File: src/rtl/flush_seq_pkg.sv
package flush_seq_pkg;

   typedef enum logic [2:0] {
      ST_IDLE,
      ST_WR_REQ,
      ST_WR_ACK,
      ST_RD_REQ,
      ST_RD_ACK,
      ST_GAP
   } seq_state_e;

   typedef enum logic {
      PH_SETTLE = 1'b0,
      PH_FINAL  = 1'b1
   } seq_phase_e;

endpackage

File: src/rtl/flush_win_addr.sv
module flush_win_addr #(
   parameter int ADDR_W      = 32,
   parameter int IDX_W       = 3,
   parameter int FIRST_SLICE = 'h20,
   parameter int WIN_STRIDE  = 'h10000,
   parameter int CTRL_OFS    = 'h10,
   parameter int STAT_OFS    = 'h18
) (
   input  logic [IDX_W-1:0]  idx_i,
   input  logic              sel_stat_i,
   output logic [ADDR_W-1:0] addr_o
);
   localparam bit STRIDE_POW2 = ((WIN_STRIDE & (WIN_STRIDE - 1)) == 0);

   logic [ADDR_W-1:0] slice_num;
   logic [ADDR_W-1:0] win_base;

   assign slice_num = ADDR_W'(FIRST_SLICE) + ADDR_W'(idx_i);

   generate
      if (STRIDE_POW2) begin : g_shift
         localparam int SH = $clog2(WIN_STRIDE);
         assign win_base = slice_num << SH;
      end else begin : g_mult
         assign win_base = slice_num * ADDR_W'(WIN_STRIDE);
      end
   endgenerate

   assign addr_o = win_base + (sel_stat_i ? ADDR_W'(STAT_OFS) : ADDR_W'(CTRL_OFS));
endmodule

File: src/rtl/flush_gap_timer.sv
module flush_gap_timer #(
   parameter int TICKS = 100
) (
   input  logic clk,
   input  logic rst_n,
   input  logic load_i,
   output logic expired_o
);
   generate
      if (TICKS <= 1) begin : g_none
         logic unused_tmr;
         assign unused_tmr = ^{clk, rst_n, load_i};
         assign expired_o  = 1'b1;
      end else begin : g_count
         localparam int TW = $clog2(TICKS);
         logic [TW-1:0] cnt;
         always_ff @(posedge clk or negedge rst_n) begin
            if (!rst_n)            cnt <= '0;
            else if (load_i)       cnt <= TW'(TICKS - 1);
            else if (cnt != '0)    cnt <= cnt - TW'(1);
         end
         assign expired_o = (cnt == '0);
      end
   endgenerate
endmodule

File: src/rtl/flush_poll_cnt.sv
module flush_poll_cnt #(
   parameter int LIMIT = 10000
) (
   input  logic clk,
   input  logic rst_n,
   input  logic clr_i,
   input  logic inc_i,
   output logic at_limit_o
);
   localparam int PW = $clog2(LIMIT + 1);

   logic [PW-1:0] cnt;

   always_ff @(posedge clk or negedge rst_n) begin
      if (!rst_n)                                cnt <= '0;
      else if (clr_i)                            cnt <= '0;
      else if (inc_i && (cnt != PW'(LIMIT)))     cnt <= cnt + PW'(1);
   end

   assign at_limit_o = (cnt == PW'(LIMIT));
endmodule

File: src/rtl/llc_flush_seq.sv
module llc_flush_seq
   import flush_seq_pkg::*;
#(
   parameter int N_SLICES    = 8,
   parameter int FIRST_SLICE = 'h20,
   parameter int WIN_STRIDE  = 'h10000,
   parameter int CTRL_OFS    = 'h10,
   parameter int STAT_OFS    = 'h18,
   parameter int ADDR_W      = 32,
   parameter int DATA_W      = 32,
   parameter int CLK_MHZ     = 100,
   parameter int MAX_POLLS   = 10000,
   parameter int STAT_BITS   = 4,
   parameter int MODE_A      = 0,
   parameter int MODE_B      = 3,
   parameter int READY_A     = 'h0,
   parameter int READY_B     = 'hC
) (
   input  logic              clk,
   input  logic              rst_n,
   input  logic              start_i,
   output logic              done_o,
   output logic              err_o,
   output logic              req_o,
   output logic              we_o,
   output logic [ADDR_W-1:0] addr_o,
   output logic [DATA_W-1:0] wdata_o,
   input  logic [DATA_W-1:0] rdata_i,
   input  logic              rvalid_i
);
   localparam int IDX_W = (N_SLICES > 1) ? $clog2(N_SLICES) : 1;
   localparam logic [IDX_W-1:0] LAST_IDX = IDX_W'(N_SLICES - 1);

   generate
      if (N_SLICES < 1)                          begin : g_bad_slices $error("N_SLICES must be at least 1"); end
      if (MAX_POLLS < 1)                         begin : g_bad_polls  $error("MAX_POLLS must be at least 1"); end
      if (CLK_MHZ < 1)                           begin : g_bad_clk    $error("CLK_MHZ must be at least 1"); end
      if (STAT_BITS < 1 || STAT_BITS > DATA_W)   begin : g_bad_stat   $error("STAT_BITS out of range"); end
   endgenerate

   seq_state_e       st;
   seq_phase_e       ph;
   logic [IDX_W-1:0] idx;
   logic             hit;
   logic             gap_load;
   logic             gap_done;
   logic             poll_clr;
   logic             poll_max;
   logic             unused_rdata;

   assign unused_rdata = ^rdata_i;

   always_comb begin
      req_o    = (st == ST_WR_REQ) || (st == ST_RD_REQ);
      we_o     = (st == ST_WR_REQ);
      wdata_o  = (ph == PH_FINAL) ? DATA_W'(MODE_B) : DATA_W'(MODE_A);
      hit      = rdata_i[STAT_BITS-1:0] ==
                 ((ph == PH_FINAL) ? STAT_BITS'(READY_B) : STAT_BITS'(READY_A));
      poll_clr = ((st == ST_WR_ACK) && rvalid_i && (idx == LAST_IDX)) ||
                 ((st == ST_RD_ACK) && rvalid_i && hit);
      gap_load = (st == ST_RD_ACK) && rvalid_i && !hit;
   end

   flush_win_addr #(
      .ADDR_W(ADDR_W), .IDX_W(IDX_W), .FIRST_SLICE(FIRST_SLICE),
      .WIN_STRIDE(WIN_STRIDE), .CTRL_OFS(CTRL_OFS), .STAT_OFS(STAT_OFS)
   ) i_addr (
      .idx_i(idx), .sel_stat_i(st == ST_RD_REQ), .addr_o(addr_o)
   );

   flush_gap_timer #(.TICKS(CLK_MHZ)) i_gap (
      .clk(clk), .rst_n(rst_n), .load_i(gap_load), .expired_o(gap_done)
   );

   flush_poll_cnt #(.LIMIT(MAX_POLLS)) i_polls (
      .clk(clk), .rst_n(rst_n), .clr_i(poll_clr),
      .inc_i(st == ST_RD_REQ), .at_limit_o(poll_max)
   );

   always_ff @(posedge clk or negedge rst_n) begin
      if (!rst_n) begin
         st     <= ST_IDLE;
         ph     <= PH_SETTLE;
         idx    <= '0;
         done_o <= 1'b0;
         err_o  <= 1'b0;
      end else begin
         done_o <= 1'b0;
         case (st)
            ST_IDLE: if (start_i) begin
               err_o <= 1'b0;
               ph    <= PH_SETTLE;
               idx   <= '0;
               st    <= ST_WR_REQ;
            end
            ST_WR_REQ: st <= ST_WR_ACK;
            ST_WR_ACK: if (rvalid_i) begin
               if (idx == LAST_IDX) begin
                  idx <= '0;
                  st  <= ST_RD_REQ;
               end else begin
                  idx <= idx + IDX_W'(1);
                  st  <= ST_WR_REQ;
               end
            end
            ST_RD_REQ: st <= ST_RD_ACK;
            ST_RD_ACK: if (rvalid_i) begin
               if (hit) begin
                  if (idx == LAST_IDX) begin
                     idx <= '0;
                     if (ph == PH_SETTLE) begin
                        ph <= PH_FINAL;
                        st <= ST_WR_REQ;
                     end else begin
                        done_o <= 1'b1;
                        st     <= ST_IDLE;
                     end
                  end else begin
                     idx <= idx + IDX_W'(1);
                     st  <= ST_RD_REQ;
                  end
               end else if (poll_max) begin
                  err_o <= 1'b1;
                  st    <= ST_IDLE;
               end else begin
                  st <= ST_GAP;
               end
            end
            ST_GAP: if (gap_done) st <= ST_RD_REQ;
            default: st <= ST_IDLE;
         endcase
      end
   end
endmodule

File: config.mk
export PLATFORM = sky130hd
export DESIGN_NAME = llc_flush_seq
export DESIGN_NICKNAME = d
export VERILOG_FILES = /design/src/rtl/flush_seq_pkg.sv /design/src/rtl/flush_win_addr.sv /design/src/rtl/flush_gap_timer.sv /design/src/rtl/flush_poll_cnt.sv /design/src/rtl/llc_flush_seq.sv
export SDC_FILE = /design/constraint.sdc
export NUM_CORES = 1
export LEC_CHECK = 0
export BUFFER_PORTS_ARGS = -buffer_cell sky130_fd_sc_hd__clkbuf_2
export CAP_MARGIN = 0
export CELL_PAD_IN_SITES_DETAIL_PLACEMENT = 1
export CELL_PAD_IN_SITES_GLOBAL_PLACEMENT = 2
export CORE_ASPECT_RATIO = 1.75
export CORE_MARGIN = 10
export CORE_UTILIZATION = 27
export DETAILED_ROUTE_END_ITERATION = 12
export HOLD_SLACK_MARGIN = 0.08
export PLACE_DENSITY = 0.9
export REMOVE_ABC_BUFFERS = 1
export SLEW_MARGIN = 10
export SYNTH_ARGS = -nofsm -noshare
export SYNTH_HDL_FRONTEND = slang
export SYNTH_SLANG_ARGS = --single-unit
File: constraint.sdc
create_clock -name clk -period 2 [get_ports clk]
set_clock_uncertainty 0.05 [all_clocks]
set_input_delay 0.3 -clock clk [delete_from_list [all_inputs] [get_ports clk]]
set_output_delay 0.3 -clock clk [all_outputs]
set_load 0.02 [all_outputs]
==> results.txt <==
----------------------------------------------------
[Clocking]
  Reg clk slew, reported paths ... 0.05 ns
  Count of H-tree levels built during CTS ... 2
  TritonCTS clock tree ... yes
  CTS Root Buffer Type ... sky130_fd_sc_hd__clkbuf_16
  Max Root-Sink Buffers ... 2
  CTS Hold Bufs ... 0
  Inserted Clock Buffers ... 5
  Latest clock arrival within the worst-skew pair ... 0.28 ns
  TritonCTS sink count ... 30

[Placement]
  Post-Place Cell Area ... 0.00231 mm^2
  Port Buffer Count ... 17
  Global placer's final weighted congestion ... 0.836
  DP Wirelength ... 4530 um
  Pre-CTS setup slack ... 0.0754 ns

[Logic synthesis]
  Synthesized area divided by synthesized cell count ... 9.21 um^2
  Arithmetic-cell share of the synthesized area counting full adders, half adders and majority gates ... 3.23%
  Multiplexer fraction of the synthesized cell area ... 2.86%
  Netlist area before placement ... 0.00232 mm^2
  Post-synthesis cell type count ... 53
  Fraction of the mapped netlist area in compound gates ... 8.63%
  Area share of and/or/nand/nor cells after synthesis ... 23.9%
  Count of state elements after synthesis ... 30
  Warnings, synthesis ... 0
  Share of flip-flops with an asynchronous set or reset after synthesis ... 100%
  Number of enable flip-flop cells after synthesis ... 0
  Post-synthesis xor/xnor area fraction ... 5.28%
  Gate Count Post-Synth ... 252
  Dominant combinational cell family by area after synthesis ... simple AND/OR/NAND/NOR gates
  Sequential fraction of the synthesis area ... 32.3%
  Most common flop cell mapped by yosys ... sky130_fd_sc_hd__dfrtp_1

[Routing]
  WL final ... 5760 um
  Number of DRC violations after detailed routing ... 0
  DR WL/cell ... 14.8 um
  Detailed-router iteration count before antenna repair ... 4
  Initial DRC Count ... 64
  Count of nets left with antenna violations after detail routing ... 0
  Total number of vias ... 1700
  Vias per std cell ... 4.37

[GRT]
  Wire length of the first global-routing pass ... 9360 um
  Global Route Usage Sum ... 8.83%
  Pin count of the biggest net entering global routing ... 31
  Total global routing overflow ... 0
  Vias in the first global route ... 1968
  Number of antenna violations at the first check in global routing ... 0

[Status]
  Run status ... complete, no violations

[Die]
  Starting density of the core ... 27.7%
  Rows ... 44
  Total die area ... 0.0129 mm^2
  Number of placed I/O pins ... 104
  Die width ... 90.1 um
  Core outline area ... 0.00837 mm^2
  Die H ... 143 um

[Cells and area]
  Number of fillers in the final layout ... 1044
  Growth of design area from synthesis to finish ... 6.63%
  Fin nets ... 315
  Layout cells sized above 1 ... 20.8%
  Antenna cell count ... 0
  Multi-input combinational cell area ... 0.00124 mm^2
  Area of all placed cells without fillers ... 0.00247 mm^2
  Storage element area ... 752 um^2

[Power]
  Overall Power ... 3340 uW
  LEAKAGE ... 0.00116 uW
  Power per cell area ... 1350 mW/mm^2
  Highest ir drop seen on vdd ... 0.466 mV

[STA]
  Final setup vio count ... 0
  Worst hold-check slack ... 0.0577 ns
  Post-route setup slack ... 0.0963 ns
  Relative slew slack ... 46.4%
  Worst slew pin tran ... 0.803 ns
  RSZ-0062 raised after global routing ... yes
  Hold violation total from the final report ... 0
  Maximum operating frequency ... 525 MHz
  Fin Setup TNS ... 0 ns
  Final period utilization ... 95.2%
  Count of pins over their slew limit ... 0
  Minimum clock period after layout ... 1.90 ns

[Critical path]
  Slowest stage cell on the critical path ... sky130_fd_sc_hd__dfrtp_1
  CP Data Arrival Time ... 1.55 ns
  Required time of the critical path ... 1.65 ns
  Worst-path maximum fanout ... 15
  Capturing element type of the critical path ... primary output
  Worst Path Class, Setup ... reg2out
  Critical path, cell by cell ... buf_4, and2b_2, nand2_1, inv_2, clkbuf_2
  Crit-path leading delay family ... buffers and inverters
  Worst path buffer plus inverter count ... 3
  Type of origin of the critical path ... register
  Max incr delay on CP ... 0.39 ns

[Worst hold path]
  Hold crit path type ... in2async

[Job]
  Max-cap violations ... 0

----------------------------------------------------
-- registers in the layout, indices dropped and copies added (netlist names) --
signal and flops:
i_polls.cnt 14, ph 1, st 3, done_o 1, i_gap.g_count.cnt 7, err_o 1
idx 3
-- worst reg2reg max path: cells and delay by family (launching register included) --
kind | cells | cell delay (ns)
multiplexers | 1 | 0.29
flip-flops | 1 | 0.43
AO/OA/AOI/OAI | 1 | 0.11
AND/OR/NAND/NOR | 2 | 0.62
buffers and inverters | 1 | 0.10
adder cells (fa/ha/maj) | 1 | 0.17
-- layer usage --
metal	vias up	GRT usage (%)	part of all wire, %
met4	0	3.28	1.6
met2	69	17.3	53
met1	832	7.97	37
met3	9	3.36	8.2
li1	790	-	-
met5	-	0	0
-- through the flow --
stage	utilization [%]	cells
3_3_place_gp	27.6	380
4_1_cts	29.4	388
3_5_place_dp	27.6	380
2_1_floorplan	-	240
5_1_grt	29.6	389
6_report	29.6	389
-- what timing repair did --
action | 4_1_cts | 5_1_grt
buffers inserted | 0 | 1
resized for setup | 0 | 4
endpoints found under the setup margin | 0 | 3
-- worst paths after layout --
kind / startpoint / to / slack [ns] / cells after the start
max in group asynchronous: rst_n / st[0] / 1.29 / 1
max: st[2] / addr_o[3] / 0.1 / 5
min: rst_n / i_polls.cnt[6] / 0.06 / 1
min reg2reg: err_o / err_o / 0.46 / 1
max reg2reg: i_polls.cnt[0] / st[0] / 0.11 / 6
min in group clk: rvalid_i / st[1] / 0.31 / 2
-- cells in the mapped netlist (5+ instances only) --
| cell type | instances | share of area (%) |
|---|---|---|
| sky130_fd_sc_hd__ha_1 | 6 | 3.2 |
| sky130_fd_sc_hd__xnor2_1 | 12 | 4.5 |
| sky130_fd_sc_hd__dfrtp_1 | 30 | 32 |
| sky130_fd_sc_hd__nor2_1 | 17 | 2.7 |
| sky130_fd_sc_hd__o21ai_0 | 7 | 1.5 |
| sky130_fd_sc_hd__a21oi_1 | 6 | 1.3 |
| sky130_fd_sc_hd__nor4_1 | 5 | 1.3 |
| sky130_fd_sc_hd__nor2b_1 | 5 | 1.3 |
| sky130_fd_sc_hd__buf_4 | 64 | 21 |
| sky130_fd_sc_hd__inv_1 | 9 | 1.5 |
| sky130_fd_sc_hd__mux2_2 | 5 | 2.4 |
| sky130_fd_sc_hd__nor3_1 | 7 | 1.5 |
| sky130_fd_sc_hd__nand3_1 | 9 | 1.9 |
| sky130_fd_sc_hd__nand2_1 | 11 | 1.8 |
| sky130_fd_sc_hd__nand4_1 | 6 | 1.6 |
| sky130_fd_sc_hd__a31oi_1 | 5 | 1.3 |
-- final cells by class --
type / instances / share of cell area (%)
clock inverters: 1 / 0.202
inverters: 9 / 1.37
repair buffers: 26 / 6.17
multi-input cells: 201 / 50.3
well taps: 115 / 5.81
flip-flops and latches: 30 / 30.4
clock buffers: 7 / 5.76
-- where the power goes --
part           internal, uW  switching [uW]  leakage (uW)  total [uW]
clock network           492             265     0.0000739         758
registers               867             343      0.000362        1210
logic                   574             803      0.000720        1380
-- layout by cell type, fill, tap and decap left out, types with 6 or more instances in the layout --
master and n:
sky130_fd_sc_hd__o21ai_0 7, sky130_fd_sc_hd__nand2_1 11, sky130_fd_sc_hd__ha_1 6, sky130_fd_sc_hd__nor3_1 7, sky130_fd_sc_hd__conb_1 58, sky130_fd_sc_hd__dfrtp_1 29, sky130_fd_sc_hd__inv_1 8, sky130_fd_sc_hd__a21oi_1 6
sky130_fd_sc_hd__nand3_1 9, sky130_fd_sc_hd__nand4_1 6, sky130_fd_sc_hd__clkbuf_2 17, sky130_fd_sc_hd__xnor2_1 12, sky130_fd_sc_hd__nor2_1 17, sky130_fd_sc_hd__buf_4 9
-- cell families (layout without fill, tap and decap cells) --
family	Yosys count	count (layout)
multiplexers	6	6
AO/OA/AOI/OAI	30	30
adder cells (fa/ha/maj)	6	6
AND/OR/NAND/NOR	87	87
buffers and inverters	77	43
flip-flops	30	30
XOR/XNOR	14	14
other	2	58
No activity file was read; power rests on OpenSTA's default activity.
